### src/rtl/urf_pkg.sv
package urf_pkg;
  localparam int URF_A_TX     = 0;
  localparam int URF_A_RXCTL  = 1;
  localparam int URF_A_LOOK   = 2;
  localparam int URF_A_TAKE   = 3;
  localparam int URF_A_ISTAT  = 4;
  localparam int URF_A_IMASK  = 5;
  localparam int URF_A_IMSKD  = 6;
  localparam int URF_A_ACK    = 7;

  localparam int URF_DAV_BIT  = 8;
  localparam int URF_TRDY_BIT = 9;
  localparam int URF_TIDL_BIT = 10;
  localparam int URF_RXEN_BIT = 3;

  localparam int URF_INT_W    = 4;
  localparam int URF_INT_RX   = 3;
endpackage

### src/rtl/urf_fifo.sv
module urf_fifo #(
  parameter int DEPTH = 16,
  parameter int DW    = 8,
  localparam int PW   = $clog2(DEPTH),
  localparam int CW   = $clog2(DEPTH + 1)
) (
  input  logic          clk,
  input  logic          rst_n,
  input  logic          push,
  input  logic [DW-1:0] push_data,
  input  logic          pop,
  output logic [DW-1:0] head,
  output logic [CW-1:0] count
);
  logic [DW-1:0] mem [DEPTH];
  logic [PW-1:0] wr_pos;
  logic [PW-1:0] rd_idx;
  logic          full, empty, do_push, do_pop;

  assign full    = (count == CW'(DEPTH));
  assign empty   = (count == '0);
  assign do_push = push && !full;
  assign do_pop  = pop && !empty;
  // oldest slot: write position minus occupancy, modulo depth
  assign rd_idx  = wr_pos - count[PW-1:0];
  assign head    = mem[rd_idx];

  always_ff @(posedge clk or negedge rst_n) begin
    if (!rst_n) begin
      wr_pos <= '0;
      count  <= '0;
      for (int i = 0; i < DEPTH; i++) mem[i] <= '0;
    end else begin
      if (do_push) begin
        mem[wr_pos] <= push_data;
        wr_pos      <= wr_pos + 1'b1;
      end
      case ({do_push, do_pop})
        2'b10:   count <= count + 1'b1;
        2'b01:   count <= count - 1'b1;
        default: count <= count;
      endcase
    end
  end
endmodule

### src/rtl/urf_irq.sv
module urf_irq #(
  parameter int INT_W  = 4,
  parameter int RX_BIT = 3
) (
  input  logic             clk,
  input  logic             rst_n,
  input  logic             tx_fire,
  input  logic             ack_we,
  input  logic [INT_W-1:0] ack_val,
  input  logic             mask_we,
  input  logic [INT_W-1:0] mask_val,
  input  logic             rx_nonempty,
  output logic [INT_W-1:0] stat,
  output logic [INT_W-1:0] mask,
  output logic [INT_W-1:0] masked,
  output logic             irq
);
  localparam logic [INT_W-1:0] TX_BITS = INT_W'(3);
  localparam logic [INT_W-1:0] RX_MSK  = INT_W'(1) << RX_BIT;

  logic [INT_W-1:0] lat;
  logic             pend_tx;
  logic [INT_W-1:0] ack_eff;

  always_comb begin
    stat         = lat;
    stat[RX_BIT] = rx_nonempty;
    ack_eff      = ack_val;
    if (pend_tx) ack_eff[0] = 1'b0;
  end

  assign masked = stat & mask;
  assign irq    = |masked;

  always_ff @(posedge clk or negedge rst_n) begin
    if (!rst_n) begin
      lat     <= '0;
      pend_tx <= 1'b0;
      mask    <= '0;
    end else begin
      if (mask_we) mask <= mask_val;
      if (tx_fire) begin
        lat     <= (lat | TX_BITS) & ~RX_MSK;
        pend_tx <= 1'b1;
      end else if (ack_we) begin
        lat     <= lat & ~ack_eff & ~RX_MSK;
        pend_tx <= 1'b0;
      end
    end
  end
endmodule

### src/rtl/uart_rx_regfront.sv
module uart_rx_regfront
  import urf_pkg::*;
#(
  parameter int ADDR_W = 3,
  parameter int DEPTH  = 16,
  localparam int CW    = $clog2(DEPTH + 1)
) (
  input  logic              clk,
  input  logic              rst_n,
  input  logic              reg_we,
  input  logic              reg_re,
  input  logic [ADDR_W-1:0] reg_addr,
  input  logic [31:0]       reg_wdata,
  output logic [31:0]       reg_rdata,
  input  logic              rx_valid,
  input  logic [7:0]        rx_data,
  output logic              rx_ready,
  output logic [CW-1:0]     rx_space,
  output logic              tx_strobe,
  output logic [7:0]        tx_byte,
  output logic              irq
);
  logic [31:0]          rxctl;
  logic [7:0]           head;
  logic [CW-1:0]        fifo_cnt;
  logic [URF_INT_W-1:0] int_stat, int_mask, int_mskd;
  logic                 rx_en, nonempty, take, hit_tx;
  logic [31:0]          stat_word;

  assign rx_en    = rxctl[URF_RXEN_BIT];
  assign nonempty = (fifo_cnt != '0);
  assign rx_space = rx_en ? CW'(DEPTH) - fifo_cnt : '0;
  assign rx_ready = (rx_space != '0);
  assign take     = reg_re && (reg_addr == ADDR_W'(URF_A_TAKE));
  assign hit_tx   = reg_we && (reg_addr == ADDR_W'(URF_A_TX));

  urf_fifo #(.DEPTH(DEPTH), .DW(8)) u_fifo (
    .clk(clk), .rst_n(rst_n),
    .push(rx_valid && rx_ready), .push_data(rx_data),
    .pop(take), .head(head), .count(fifo_cnt)
  );

  urf_irq #(.INT_W(URF_INT_W), .RX_BIT(URF_INT_RX)) u_irq (
    .clk(clk), .rst_n(rst_n),
    .tx_fire(hit_tx),
    .ack_we(reg_we && (reg_addr == ADDR_W'(URF_A_ACK))),
    .ack_val(reg_wdata[URF_INT_W-1:0]),
    .mask_we(reg_we && (reg_addr == ADDR_W'(URF_A_IMASK))),
    .mask_val(reg_wdata[URF_INT_W-1:0]),
    .rx_nonempty(nonempty),
    .stat(int_stat), .mask(int_mask), .masked(int_mskd), .irq(irq)
  );

  always_ff @(posedge clk or negedge rst_n) begin
    if (!rst_n) begin
      rxctl     <= '0;
      tx_strobe <= 1'b0;
      tx_byte   <= '0;
    end else begin
      tx_strobe <= hit_tx;
      if (hit_tx) tx_byte <= reg_wdata[7:0];
      if (reg_we && (reg_addr == ADDR_W'(URF_A_RXCTL))) rxctl <= reg_wdata;
    end
  end

  always_comb begin
    stat_word               = {24'h0, head};
    stat_word[URF_DAV_BIT]  = nonempty;
    stat_word[URF_TRDY_BIT] = 1'b1;
    stat_word[URF_TIDL_BIT] = 1'b1;
    case (int'(reg_addr))
      URF_A_RXCTL:             reg_rdata = rxctl;
      URF_A_LOOK, URF_A_TAKE:  reg_rdata = stat_word;
      URF_A_ISTAT:             reg_rdata = 32'(int_stat);
      URF_A_IMASK:             reg_rdata = 32'(int_mask);
      URF_A_IMSKD:             reg_rdata = 32'(int_mskd);
      default:                 reg_rdata = '0;
    endcase
  end
endmodule

### config.mk
export PLATFORM = sky130hd
export DESIGN_NAME = uart_rx_regfront
export DESIGN_NICKNAME = d
export VERILOG_FILES = /design/src/rtl/urf_pkg.sv /design/src/rtl/urf_fifo.sv /design/src/rtl/urf_irq.sv /design/src/rtl/uart_rx_regfront.sv
export SDC_FILE = /design/constraint.sdc
export NUM_CORES = 1
export LEC_CHECK = 0
export ABC_AREA = 1
export BUFFER_PORTS_ARGS = -buffer_cell sky130_fd_sc_hd__buf_4
export CORE_ASPECT_RATIO = 0.7
export CORE_UTILIZATION = 50
export CTS_CLUSTER_SIZE = 16
export DETAILED_ROUTE_END_ITERATION = 10
export GPL_TIMING_DRIVEN = 0
export PLACE_DENSITY = 0.73
export SETUP_SLACK_MARGIN = 0.15
export SLEW_MARGIN = 20
export SYNTH_ARGS = -nofsm -noshare
export SYNTH_HDL_FRONTEND = slang
export SYNTH_SLANG_ARGS = --single-unit
export TNS_END_PERCENT = 5
### constraint.sdc
create_clock -name clk -period 4 [get_ports clk]
set_clock_uncertainty 0.15 [all_clocks]
set_input_delay 0.6 -clock clk [delete_from_list [all_inputs] [get_ports clk]]
set_output_delay 0.6 -clock clk [all_outputs]
set_load 0.02 [all_outputs]
==> impl_table.tex <==
\begin{tabular}{lr}
\hline
Metric & Value \\
\hline
\multicolumn{2}{l}{\textbf{Final layout}} \\
\quad Leading cell type in the layout, fill and taps excluded & sky130\_fd\_sc\_hd\_\_nand2\_1 \\
\quad Synthesis-to-finish area growth & 17.7\% \\
\quad Fraction of layout instances using a drive strength above 1 & 0.110 \\
\quad Diodes inserted & 0 \\
\quad Post-layout instance area & 0.0110 mm\^{}2 \\
\quad Highest-count cells in the layout ignoring fill and taps & 673 x sky130\_fd\_sc\_hd\_\_nand2\_1, 185 x sky130\_fd\_sc\_hd\_\_dfrtp\_1, 89 x sky130\_fd\_sc\_hd\_\_buf\_4, 83 x sky130\_fd\_sc\_hd\_\_nor2\_1, 82 x sky130\_fd\_sc\_hd\_\_nand3\_1 \\
\quad Fill cell count & 1700 \\
\quad Count of nets after finishing & 1458 \\
\multicolumn{2}{l}{\textbf{Power and ir drop}} \\
\quad Switching power of the nets & 0.00502 W \\
\quad Power share of the sequential group & 0.291 \\
\quad Part of the power in the clock network & 0.161 \\
\quad Largest vdd supply drop & 0.528 mV \\
\quad Sw Share & 0.485 \\
\quad Fraction of power consumed by combinational cells & 0.548 \\
\quad Power density normalized to cell area & 942 mW/mm\^{}2 \\
\quad Leakage power summed over all cells & 5.97 nW \\
\quad Cell internal pwr & 0.00532 W \\
\multicolumn{2}{l}{\textbf{Placed design}} \\
\quad Final weighted congestion in routability-driven placement & 0.923 \\
\quad Hpwl dp & 18900 um \\
\quad Placement-stage cell area & 0.0103 mm\^{}2 \\
\quad IO buf count & 86 \\
\multicolumn{2}{l}{\textbf{Critical path}} \\
\quad Data arrival time at the worst-slack endpoint & 2970 ps \\
\quad Max Fanout on Critical Path & 10 \\
\quad Type of origin of the critical path & flip-flop \\
\quad Endpoint type of the worst setup path & output port \\
\quad Critical path type & reg2out \\
\quad Critical path required time & 3250 ps \\
\multicolumn{2}{l}{\textbf{Synthesis}} \\
\quad Flip-flop cell with the highest count after synthesis & sky130\_fd\_sc\_hd\_\_dfrtp\_1 \\
\quad Avg Inst Size Synth & 7.25 um\^{}2 \\
\quad Async S/R FF share, synth & 1.00 \\
\quad Cell variety after synth & 30 \\
\quad Post-synthesis share of cell area spent on xor and xnor gates & 0.00845 \\
\quad Adder-cell share of the synthesized area & 0.0231 \\
\quad Combinational family with the most area after synthesis & simple AND/OR/NAND/NOR gates \\
\quad Nets in the synthesized netlist & 1350 \\
\quad Count of flip-flops with a built-in enable after synthesis & 0 \\
\quad Post-synthesis sequential area ratio & 0.499 \\
\quad Multiplexer area fraction after synthesis & 0.00362 \\
\quad Synth Area in Compound Gates & 0.0370 \\
\quad Synth Cell Area & 0.00933 mm\^{}2 \\
\quad Simple-gate share of the synthesized area & 0.371 \\
\quad \#FFs+latches synth & 186 \\
\quad Cells after synthesis & 1286 \\
\quad Yosys warnings & 0 \\
\multicolumn{2}{l}{\textbf{STA}} \\
\quad Max transition margin & 0.425 \\
\quad Final critical-path share of the clock period & 0.931 \\
\quad Max frequency & 0.269 GHz \\
\quad Shortest clock period the worst path allows after layout & 3720 ps \\
\quad Setup violations, final & 0 \\
\quad Max-slew violation count & 0 \\
\quad Aggregate negative setup slack & 0 ps \\
\quad Final hold vios & 0 \\
\quad Worst Max-Slew Pin Slew & 862 ps \\
\quad Setup repair after global routing missed its margin & yes \\
\multicolumn{2}{l}{\textbf{CTS}} \\
\quad H-tree levels & 4 \\
\quad Clock net sink count & 186 \\
\quad CTS clock-pin slew for the worst setup and hold paths & 70 ps \\
\quad Post-CTS setup repair buffer count & 0 \\
\quad Root Driver & sky130\_fd\_sc\_hd\_\_clkbuf\_16 \\
\quad Buffer depth of the longest clock path & 2 \\
\quad TritonCTS clock tree & done \\
\quad Number of buffers added by the clock tree synthesis step & 17 \\
\quad Clock latency at the later pin of the worst-skew pair & 430 ps \\
\multicolumn{2}{l}{\textbf{Run}} \\
\quad Max-capacitance violation count & 0 \\
\multicolumn{2}{l}{\textbf{Route}} \\
\quad Via total after detailed routing & 8708 \\
\quad Post-DR vias/cell & 5.30 \\
\quad DRC violations left & 13 \\
\quad Iteration-0 DRC count of the detailed router & 1060 \\
\quad Post-detailed-route count of antenna-violating nets & 0 \\
\quad Number of search-and-repair iterations in the first detailed-routing pass & 9 \\
\quad Drt total wl & 26800 um \\
\quad Detail-routed net length per standard cell & 16.3 um \\
\multicolumn{2}{l}{\textbf{Global route}} \\
\quad Antenna violations before repair & 0 \\
\quad Via count of the first global-routing pass & 7960 \\
\quad Total global-route track usage & 0.293 \\
\quad Largest net degree at the start of global routing & 83 \\
\quad Wire length of the first global-routing pass & 42300 um \\
\quad Total congestion overflow & 0 \\
\multicolumn{2}{l}{\textbf{Floorplanning}} \\
\quad Initial core utilization & 0.514 \\
\quad I/O Pins & 96 \\
\quad Total die area & 0.0192 mm\^{}2 \\
\quad FP Rows & 41 \\
\quad Floorplan core area & 0.0182 mm\^{}2 \\
\quad Die extent in x & 165 um \\
\quad Die Y & 116 um \\
\multicolumn{2}{l}{\textbf{Worst hold path}} \\
\quad Type of the most critical hold path & in2reg \\
\multicolumn{2}{l}{\textbf{Run status}} \\
\quad Failing checks & design-rule violations \\
\quad Outcome & complete, but fails checks \\
\hline
\end{tabular}
-- worst max-delay path, cell delays in order (launching register included) --
cell	delay [ps]
sky130_fd_sc_hd__dfrtp_2	480
sky130_fd_sc_hd__ha_1	250
sky130_fd_sc_hd__fa_1	430
sky130_fd_sc_hd__clkbuf_4	200
sky130_fd_sc_hd__inv_2	110
sky130_fd_sc_hd__buf_2	240
sky130_fd_sc_hd__nand3_1	120
sky130_fd_sc_hd__nand2_1	90
sky130_fd_sc_hd__nand2_1	60
sky130_fd_sc_hd__nand2_1	110
sky130_fd_sc_hd__nand2_1	60
sky130_fd_sc_hd__nand3_1	130
sky130_fd_sc_hd__nand2_1	80
sky130_fd_sc_hd__buf_4	170
-- logic make-up (layout without fill, tap and decap cells) --
group,after synthesis,in the layout
muxes,3,3
adders and majority gates,16,16
buffers and inverters,138,258
DFF,186,186
xor gates and xnor gates,9,9
AOI/OAI and AO/OA,67,67
and+or+nand+nor,867,867
-- cell type report --
| class | count | area, um^2 | share of cell area |
|---|---|---|---|
| Inverter | 84 | 315 | 0.0287 |
| Tap cell | 236 | 295 | 0.0269 |
| Buffer | 54 | 255 | 0.0233 |
| Multi-Input combinational cell | 962 | 4160 | 0.379 |
| Sequential cell | 186 | 4660 | 0.424 |
| Clock buffer | 22 | 484 | 0.0441 |
| Timing Repair Buffer | 89 | 718 | 0.0654 |
| Clock inverter | 9 | 88.8 | 0.00809 |
-- layer usage --
| layer | wire [um] | track usage | share of wire | vias to the layer above |
|---|---|---|---|---|
| met2 | 11200 | 0.406 | 0.42 | 362 |
| li1 | - | - | - | 4185 |
| met4 | 429 | 0.0807 | 0.016 | 0 |
| met5 | 0 | 0 | 0 | - |
| met3 | 2540 | 0.0838 | 0.095 | 33 |
| met1 | 12700 | 0.442 | 0.47 | 4128 |
-- cell usage after synthesis (all sizes together) (6+ instances only) --
cell type  number  share of area
nand2         674           0.27
dfrtp         186           0.50
nor2           88          0.039
inv            84          0.034
nand3          84          0.047
clkbuf         38          0.015
o21ai          33          0.018
a21oi          30          0.016
nand4          17          0.011
buf            16         0.0085
ha             14          0.019
xor2            6         0.0056
-- stage by stage --
stage | power, W | setup WS (ps) | utilization | instances | hold WS (ps)
global placement | 0.00824 | 228 | 0.565 | 1608 | 312
finish | 0.0103 | 277 | 0.604 | 1642 | 244
floorplan | 0.00649 | 749 | - | 1286 | 154
CTS | 0.0101 | 138 | 0.602 | 1642 | 237
global route | 0.0111 | 136 | 0.604 | 1642 | 232
detailed placement | 0.00833 | 227 | 0.569 | 1610 | 316
-- registers in the layout (all words and copies together) (netlist names), 3 cells and up --
register	cells
rxctl	32
tx_byte	8
u_fifo.count	5
u_fifo.mem	128
u_fifo.wr_pos	4
u_irq.lat	3
u_irq.mask	4
-- power by group through the flow --
stage / clock network (W) / registers [W] / logic, W
after floorplan: 0 / 0.00292 / 0.00357
after detailed placement: 0 / 0.00302 / 0.00531
final: 0.00167 / 0.00301 / 0.00566
after global placement: 0 / 0.00301 / 0.00523
after global routing: 0.00176 / 0.00309 / 0.00623
after CTS: 0.00168 / 0.00300 / 0.00541
-- path summary, 6_finish.rpt --
| path | start | endpoint | slack [ps] | cells past startpoint |
|---|---|---|---|---|
| min in group asynchronous | rst_n | u_fifo.mem[6] | 470 | 2 |
| min | reg_wdata[9] | rxctl[9] | 240 | 2 |
| max reg2reg | u_fifo.count[1] | u_fifo.count[4] | 410 | 19 |
| min reg2reg | u_fifo.mem[73] | u_fifo.mem[73] | 330 | 2 |
| max in group asynchronous | rst_n | u_fifo.mem[88] | 2180 | 4 |
| max | u_fifo.count[0] | reg_rdata[3] | 280 | 13 |
-- timing repair --
action	in CTS	in global routing
resized for setup	9	28
endpoints found under the setup margin	8	10
hold buffers	1	0
endpoints found under the hold margin	38	0
pin swaps	0	1
No activity file was read; power rests on OpenSTA's default activity.
